==> config.mk <==
export PLATFORM = sky130hd
export DESIGN_NAME = wavemix4
export DESIGN_NICKNAME = d
export VERILOG_FILES = /design/src/rtl/wm_pkg.sv /design/src/rtl/wm_voice.sv /design/src/rtl/wm_readback.sv /design/src/rtl/wm_mix.sv /design/src/rtl/wavemix4.sv
export SDC_FILE = /design/constraint.sdc
export NUM_CORES = 1
export LEC_CHECK = 0
export ABC_CLOCK_PERIOD_IN_PS = 3160
export BUFFER_PORTS_ARGS = -buffer_cell sky130_fd_sc_hd__buf_2
export CAP_MARGIN = 20
export CORE_ASPECT_RATIO = 0.8
export CORE_MARGIN = 1
export CORE_UTILIZATION = 63
export DETAILED_ROUTE_END_ITERATION = 16
export PLACE_DENSITY_LB_ADDON = 0.25
export SKIP_CTS_REPAIR_TIMING = 1
export SLEW_MARGIN = 5
export SYNTH_ARGS = -nofsm -noshare
export SYNTH_HDL_FRONTEND = slang
export SYNTH_HIERARCHICAL = 1
export SYNTH_SLANG_ARGS = --single-unit
==> constraint.sdc <==
create_clock -name clk -period 3.16 [get_ports clk]
set_clock_uncertainty 0.05 [all_clocks]
set_input_delay 0.316 -clock clk [delete_from_list [all_inputs] [get_ports clk]]
set_output_delay 0.316 -clock clk [all_outputs]
set_load 0.01 [all_outputs]
==> src/rtl/wm_pkg.sv <==
package wm_pkg;
    localparam int REG_BYTES  = 4;
    localparam int REG_W      = 8 * REG_BYTES;
    localparam int LANE_W     = $clog2(REG_BYTES);
    localparam int OFF_W      = LANE_W + 1;
    localparam int VOICE_SPAN = 2 * REG_BYTES;
    localparam int MODE_W     = 2;

    typedef struct packed {
        logic [REG_W-1:0] phase;
        logic [REG_W-1:0] step;
    } voice_regs_t;

    typedef struct packed {
        logic [MODE_W-1:0] mode;
        logic              pend;
    } ctrl_regs_t;
endpackage

==> src/rtl/wm_voice.sv <==
module wm_voice
    import wm_pkg::*;
#(
    parameter int ADDR_W  = 8,
    parameter int BASE    = 16,
    parameter int FRAC_W  = 15,
    parameter int IDX_W   = 9,
    parameter int BANK_W  = 1,
    parameter int BANK    = 0,
    localparam int TADDR_W = BANK_W + IDX_W
) (
    input  logic               clk,
    input  logic               rst_n,
    input  logic               adv,
    input  logic               wr_en,
    input  logic [ADDR_W-1:0]  wr_addr,
    input  logic [7:0]         wr_data,
    output logic [REG_W-1:0]   phase_o,
    output logic [REG_W-1:0]   step_o,
    output logic [TADDR_W-1:0] taddr_o
);
    voice_regs_t       v_d, v_q;
    logic              hit;
    logic [OFF_W-1:0]  offs;
    logic [LANE_W-1:0] lane;

    always_comb begin
        hit  = (int'(wr_addr) >= BASE) && (int'(wr_addr) < BASE + VOICE_SPAN);
        offs = OFF_W'(wr_addr - ADDR_W'(BASE));
        lane = ~offs[LANE_W-1:0];
        v_d  = v_q;
        if (adv) begin
            v_d.phase = v_q.phase + v_q.step;
        end
        if (wr_en && hit) begin
            if (offs[OFF_W-1]) begin
                v_d.step[{lane, 3'b000} +: 8] = wr_data;
            end else begin
                v_d.phase[{lane, 3'b000} +: 8] = wr_data;
            end
        end
    end

    always_ff @(posedge clk or negedge rst_n) begin
        if (!rst_n) begin
            v_q <= '0;
        end else begin
            v_q <= v_d;
        end
    end

    assign phase_o = v_q.phase;
    assign step_o  = v_q.step;
    assign taddr_o = {BANK_W'(BANK), v_q.phase[FRAC_W +: IDX_W]};
endmodule

==> src/rtl/wm_readback.sv <==
module wm_readback
    import wm_pkg::*;
#(
    parameter int NUM_VOICES = 4,
    parameter int ADDR_W     = 8,
    parameter int VOICE_BASE = 16,
    parameter int MODE_ADDR  = 1
) (
    input  logic [ADDR_W-1:0]           addr,
    input  logic [MODE_W-1:0]           mode,
    input  logic [NUM_VOICES*REG_W-1:0] phase_all,
    input  logic [NUM_VOICES*REG_W-1:0] step_all,
    output logic [7:0]                  rdata
);
    always_comb begin
        logic [OFF_W-1:0]  offs;
        logic [LANE_W-1:0] lane;
        logic [REG_W-1:0]  word;
        int                base;
        rdata = '0;
        offs  = '0;
        lane  = '0;
        word  = '0;
        base  = 0;
        if (addr == ADDR_W'(MODE_ADDR)) begin
            rdata = {{(8-MODE_W){1'b0}}, mode};
        end
        for (int v = 0; v < NUM_VOICES; v++) begin
            base = VOICE_BASE + v * VOICE_SPAN;
            if ((int'(addr) >= base) && (int'(addr) < base + VOICE_SPAN)) begin
                offs  = OFF_W'(addr - ADDR_W'(base));
                lane  = ~offs[LANE_W-1:0];
                word  = offs[OFF_W-1] ? step_all[v*REG_W +: REG_W]
                                      : phase_all[v*REG_W +: REG_W];
                rdata = word[{lane, 3'b000} +: 8];
            end
        end
    end
endmodule

==> src/rtl/wm_mix.sv <==
module wm_mix #(
    parameter int NUM_VOICES = 4,
    parameter int SMP_W      = 8,
    localparam int SHIFT     = $clog2(NUM_VOICES),
    localparam int SUM_W     = SMP_W + SHIFT
) (
    input  logic                        clk,
    input  logic                        rst_n,
    input  logic                        capture,
    input  logic [NUM_VOICES*SMP_W-1:0] samples,
    output logic [SMP_W-1:0]            left,
    output logic [SMP_W-1:0]            right,
    output logic                        valid
);
    typedef struct packed {
        logic [SMP_W-1:0] mix;
        logic             valid;
    } mix_regs_t;

    mix_regs_t        m_d, m_q;
    logic [SUM_W-1:0] sum;

    always_comb begin
        sum = '0;
        for (int v = 0; v < NUM_VOICES; v++) begin
            sum = sum + SUM_W'(samples[v*SMP_W +: SMP_W]);
        end
        m_d       = m_q;
        m_d.valid = capture;
        if (capture) begin
            m_d.mix = sum[SHIFT +: SMP_W];
        end
    end

    always_ff @(posedge clk or negedge rst_n) begin
        if (!rst_n) begin
            m_q <= '0;
        end else begin
            m_q <= m_d;
        end
    end

    assign left  = m_q.mix;
    assign right = m_q.mix;
    assign valid = m_q.valid;
endmodule

==> src/rtl/wavemix4.sv <==
module wavemix4
    import wm_pkg::*;
#(
    parameter int NUM_VOICES      = 4,
    parameter int VOICES_PER_BANK = 2,
    parameter int ADDR_W          = 8,
    parameter int SMP_W           = 8,
    parameter int FRAC_W          = 15,
    parameter int IDX_W           = 9,
    parameter int VOICE_BASE      = 'h10,
    parameter int MODE_ADDR       = 'h01,
    parameter int MODE_PLAY       = 2,
    localparam int NUM_BANKS      = NUM_VOICES / VOICES_PER_BANK,
    localparam int BANK_W         = (NUM_BANKS > 1) ? $clog2(NUM_BANKS) : 1,
    localparam int TADDR_W        = BANK_W + IDX_W
) (
    input  logic                          clk,
    input  logic                          rst_n,
    input  logic                          tick,
    input  logic                          reg_we,
    input  logic [ADDR_W-1:0]             reg_addr,
    input  logic [7:0]                    reg_wdata,
    output logic [7:0]                    reg_rdata,
    output logic [NUM_VOICES*TADDR_W-1:0] tbl_addr,
    input  logic [NUM_VOICES*SMP_W-1:0]   tbl_data,
    output logic [SMP_W-1:0]              left,
    output logic [SMP_W-1:0]              right,
    output logic                          out_valid
);
    ctrl_regs_t                    ctl_d, ctl_q;
    logic                          play;
    logic                          adv;
    logic [NUM_VOICES*REG_W-1:0]   phase_all;
    logic [NUM_VOICES*REG_W-1:0]   step_all;

    assign play = (ctl_q.mode == MODE_W'(MODE_PLAY));
    assign adv  = tick && play;

    always_comb begin
        ctl_d      = ctl_q;
        ctl_d.pend = adv;
        if (reg_we && (reg_addr == ADDR_W'(MODE_ADDR))) begin
            ctl_d.mode = reg_wdata[MODE_W-1:0];
        end
    end

    always_ff @(posedge clk or negedge rst_n) begin
        if (!rst_n) begin
            ctl_q <= '0;
        end else begin
            ctl_q <= ctl_d;
        end
    end

    for (genvar gv = 0; gv < NUM_VOICES; gv++) begin : g_voice
        wm_voice #(
            .ADDR_W (ADDR_W),
            .BASE   (VOICE_BASE + gv * VOICE_SPAN),
            .FRAC_W (FRAC_W),
            .IDX_W  (IDX_W),
            .BANK_W (BANK_W),
            .BANK   (gv / VOICES_PER_BANK)
        ) u_voice (
            .clk     (clk),
            .rst_n   (rst_n),
            .adv     (adv),
            .wr_en   (reg_we),
            .wr_addr (reg_addr),
            .wr_data (reg_wdata),
            .phase_o (phase_all[gv*REG_W +: REG_W]),
            .step_o  (step_all[gv*REG_W +: REG_W]),
            .taddr_o (tbl_addr[gv*TADDR_W +: TADDR_W])
        );
    end

    wm_readback #(
        .NUM_VOICES (NUM_VOICES),
        .ADDR_W     (ADDR_W),
        .VOICE_BASE (VOICE_BASE),
        .MODE_ADDR  (MODE_ADDR)
    ) u_readback (
        .addr      (reg_addr),
        .mode      (ctl_q.mode),
        .phase_all (phase_all),
        .step_all  (step_all),
        .rdata     (reg_rdata)
    );

    wm_mix #(
        .NUM_VOICES (NUM_VOICES),
        .SMP_W      (SMP_W)
    ) u_mix (
        .clk     (clk),
        .rst_n   (rst_n),
        .capture (ctl_q.pend),
        .samples (tbl_data),
        .left    (left),
        .right   (right),
        .valid   (out_valid)
    );
endmodule

======== Yosys cells after proc, flatten, opt, wreduce, memory -nomap -nowiden ========
Cells that the tools add are included.
cells by class
  order comparisons ....................... 8
  shifts and indexed selects .............. 12
  multiplexer cells ....................... 33
  multiply operators ...................... 0
  eq/ne operators ......................... 2
  reduce and logical (&&, ||, !) cells .... 14
  bitwise gates (word level) .............. 4
  $add $sub $neg .......................... 15
  div/mod/pow operators ................... 0
operator list
  cell                                                                     count
  32-bit 2-to-1 mux                                                        16
  32-bit bitwise mux                                                       8
  64-bit 2-to-1 mux                                                        4
  32-bit adder                                                             4
  8-bit by 7-bit variable shift with 32-bit output (first input constant)  4
  32-bit by 6-bit variable part select with 8-bit output                   4
  8-bit by 7-bit variable part select with 32-bit output                   4
  8-bit 2-to-1 mux                                                         4
  5-bit negator with 7-bit output                                          4
  8-bit by 6-bit < comparator with 1-bit output (second input constant)    3
  10-bit by 8-bit adder with 10-bit output                                 2
  8-bit by 5-bit >= comparator with 1-bit output (second input constant)   2
  8-bit by 6-bit >= comparator with 1-bit output (second input constant)   2
  3-bit by 1-bit subtractor with 3-bit output (second input constant)      4
  1-bit logical AND                                                        10
  8-bit by 8-bit adder with 9-bit output                                   1
  8-bit by 1-bit == test with 1-bit output (second input constant)         1
  8-bit by 5-bit < comparator with 1-bit output (second input constant)    1
  2-bit inverter                                                           4
  2-bit AND reduction                                                      4
  2-bit == test (second input constant)                                    1
  2-bit 2-to-1 mux                                                         1
storage, ports and cells
  RAM bits ................................ 0
  memories ................................ 0
  flip-flop bits (word level) ............. 268
  bits in latches ......................... 0
  output and inout port bits .............. 65
  bits in read-only memories .............. 0
  input bits .............................. 52

======== Logic depth before layout (Yosys ltp) ========
  depth after elaboration ................. 7
  mapped depth ............................ 15

======== By module ========
Netlist, hierarchy kept.
by module, submodules not included
  module                          cells each  area each (um^2)  times used
  wm_voice at g_voice[1].u_voice  561         4663.2            1
  wm_voice at g_voice[3].u_voice  550         4652.0            1
  wm_voice at g_voice[2].u_voice  544         4638.2            1
  wm_voice at g_voice[0].u_voice  538         4596.9            1
  wm_readback                     157         2183.3            1
  wm_mix                          113         1111.1            1
  wavemix4                        10          133.9             1

======== Least setup slack after synthesis ========
No wires, ideal clock.
  path type ............................... input port to flip-flop
  start ................................... input tbl_data[3]
  end ..................................... register u_mix.m_q (netlist bit u_mix/left[5])
  path slack .............................. 0.071 ns
  arrival ................................. 2.915 ns
  stages on the path ...................... 13
  required time ........................... 2.985 ns
  setup time .............................. 0.125 ns
  cells stage by stage .................... ha_1 -> and2_1 -> o21ai_0 -> nand2_1 -> nor2_1 -> xnor2_1 -> fa_1 -> ha_1 -> a21o_1 -> a31oi_1 -> o21bai_1 -> xor2_1 -> mux2_2
between the ends
  longest elaborated chain between the ends .. 3
ends and longest elaborated chain
  element                                                 line            text
  from (decl)                                             wavemix4.sv:25  input logic [NUM_VOICES*SMP_W-1:0] tbl_data,
  8-bit by 8-bit adder with 9-bit output                  wm_mix.sv:26    sum = sum + SUM_W'(samples[v*SMP_W +: SMP_W]);
  10-bit by 8-bit adder with 10-bit output (2 in series)  wm_mix.sv:26
  to (signal assigned)                                    wm_mix.sv:39    m_q <= m_d;
  to (decl)                                               wm_mix.sv:20    mix_regs_t m_d, m_q;
Every way passes these cells.
A chain may end at the register's enable or synchronous reset.

==> out/qor.yml <==
global_routing:
  track_usage_pct: 37.3
  antenna_found_initial: 2
  grt_pass1_vias: 19077
  grt_max_degree: 85
  overflow: 0
  grt_pass1_wl_mm: 105
worst_setup_path:
  path_class: "register to register"
  worst_path_largest_cell_delay_ps: 440
  worstSetupStartpointType: "register"
  worstPathBufferInverterCount: 0
  worst_path_most_repeated_cell: "a211oi_2"
  worstPathRequired_ps: 3540
  rr_startpoint: "g_voice[1].u_voice/phase_o[1]"
  path_cells: "ha_1, a211oi_2, o31ai_4, a31oi_2, a311o_1, a211oi_2, o22ai_1, xor2_1, o221ai_2"
  cp_slowest_cell: "a311o_1"
  r2r_setup_slack_ps: 160
  reg2reg_to: "g_voice[1].u_voice/phase_o[29]"
  cp.arrival_ps: 3380
  worst_setup_path_end_kind: "register"
  reg2regPathDepth: 9
  cp_max_fo: 5
  crit_family: "compound AO/OA/AOI/OAI gates"
cells_and_area:
  final_common_cell: "nand2_1"
  syn_to_final_growth_pct: 8.68
  mostFrequentLayoutCells: "nand2_1 (417), a21oi_1 (286), dfrtp_1 (268), o21ai_0 (204), ha_1 (160)"
  final_layout_size_suffix_gt1_share_pct: 16.3
  fin_nets: 2733
logic_synthesis:
  synthesis.nets: 2698
  synth.cell_area_mm2: 0.0220
  ys_types: 101
  synth_top_area_share_pct: 30.5
  yosysTopAreaCell: "dfrtp_1"
  async_reset_ff_share_pct: 100
  yosysSeqAreaShare_pct: 30.5
  avgSynthCellArea_um2: 8.89
  synth_edf_count: 0
  synth-seq-cells: 268
  yosys_warnings: 6
  synth_area_leaders: "dfrtp_1 (31%), ha_1 (9.1%), nand2_1 (7.1%)"
  synth_flop_cell: "dfrtp_1"
  synth_cells: 2473
detailed_routing:
  drt_iter0_markers: 2236
  wl_mm: 66.2
  post_drt_wl_per_cell_um: 22.1
  vias: 20084
  drc_errors: 0
  top_layer: "met5"
  via_per_inst: 6.71
  wl_met3_mm: 7.00
  antenna_left: 0
  wl_met1_mm: 28.2
  met2WireLength_mm: 28.7
  dr.pass1.iters: 5
clock_tree:
  clockRootBuffer: "clkbuf_16"
  clk_pin_slew_ps: 70
  cts.sinks: 268
  clk_latency_ps: 580
  cts_made_buffers: 29
  clockBufferDepth: 3
  cts_tree: "yes"
  htreeDepth: 1
floorplan:
  die_w_um: 211
  fp-row-count: 60
  die_y_um: 169
  dieArea_mm2: 0.0356
  num_io_pins: 117
  core-area_mm2: 0.0340
  initial_core_util_pct: 64.6
timing:
  fin_crit_ps: 3000
  slew_headroom_pct: 36.3
  drv_slew: 0
  post-route-period-util_pct: 94.9
  fmax_ghz: 0.333
  setup_viol: 0
  rsz0062_at_grt: "false"
  worst_pin_slew_ps: 956
  hold_viol_final: 0
  final.setup.tns_ps: 0
power_and_ir_drop:
  power_mw: 10.5
  power_density_mw_per_mm2: 438
  ir_worst_vdd_uv: 383
  p_leak_nw: 10.9
min_path:
  hp-class: "input port to register"
  hold_end: "ctl_q[1]"
  hold_start: "reg_we"
  holdPathStages: 3
place:
  place.gp.congestion: 0.995
  dp_hpwl_mm: 47.3
  portBuffers: 112
status:
  status: "finished clean"
flow_run:
  cap_violations: 0
[layer usage]
metal	track usage [%]	vias to the layer above
met3	6.81	164
met5	0	-
met4	11.9	2
met1	54.8	9716
met2	55.9	1089
li1	-	9113
[logic make-up (layout without fill, tap and decap cells)]
| logic type | after synthesis | after routing | synth area share (%) |
|---|---|---|---|
| simple gates | 702 | 702 | 14.5 |
| buf+inv | 227 | 282 | 4.98 |
| xor+xnor | 118 | 118 | 4.70 |
| compound gates | 808 | 808 | 23.1 |
| mux | 173 | 173 | 11.9 |
| flops | 268 | 268 | 30.5 |
| fa+ha+maj | 173 | 173 | 10.3 |
| other cells | 4 | 5 | 0.0683 |
[tightest hold or removal path, cell delays in order]
cell and delay [ps]:
buf_2 140, nand4b_1 130, mux2_1 140
[where the power goes]
group / switching (mW) / leakage (nW) / total [mW] / internal (mW)
registers: 0.365 / 3.67 / 4.10 / 3.73
clock network: 1.51 / 0.471 / 3.60 / 2.09
logic: 1.56 / 6.78 / 2.76 / 1.20
[Yosys cell counts (all sizes together), types with 8 or more instances]
cell type,n
a211oi,30
a21o,73
a21oi,289
a221oi,11
a31oi,44
and2,15
and3,14
buf,77
clkbuf,99
dfrtp,268
fa,13
ha,160
inv,51
mux2,53
mux2i,56
mux4,64
nand2,418
nand3,36
nand4,36
nor2,79
nor2b,20
nor3,27
nor3b,12
nor4,8
o211ai,18
o21a,18
o21ai,221
o21bai,24
o221ai,8
o22ai,11
o31ai,10
or3,9
xnor2,75
xor2,43
[metrics by stage]
step / hold WS (ps) / utilization, % / instance area (µm²) / worst slack, ps / cells
after floorplan: -29.6 / - / 22000 / 70.7 / 2473
after global placement: 299 / 67.2 / 22800 / -118 / 2941
after detailed placement: 309 / 67.2 / 22800 / -200 / 2941
after CTS: -281 / 70.1 / 23800 / 45.1 / 2992
after global routing: 143 / 70.2 / 23900 / 21.3 / 2994
final: 131 / 70.2 / 23900 / 160 / 2994
[cell type report]
cell class | instances | area [µm²]
Antenna cell | 1 | 2.50
Tap cell | 465 | 582
Clock buffer | 39 | 833
Sequential cell | 268 | 6710
Timing Repair Buffer | 180 | 1190
Fill cell | 2673 | 10100
Inverter | 51 | 191
Multi-Input combinational cell | 1978 | 14200
Clock inverter | 12 | 155
[how the worst max path moves through the flow]
stage,from,to,slack [ps],cells past startpoint
after detailed placement,tbl_data[8],u_mix/left[6],-200,16
final,g_voice[1].u_voice/phase_o[1],g_voice[1].u_voice/phase_o[29],160,9
after CTS,g_voice[1].u_voice/phase_o[0],g_voice[1].u_voice/phase_o[28],50,10
after global placement,tbl_data[0],u_mix/left[6],-120,16
after floorplan,tbl_data[3],u_mix/left[5],70,13
after global routing,g_voice[0].u_voice/phase_o[0],g_voice[0].u_voice/phase_o[30],20,11
Note: power is estimated with default switching activity, not from simulation.
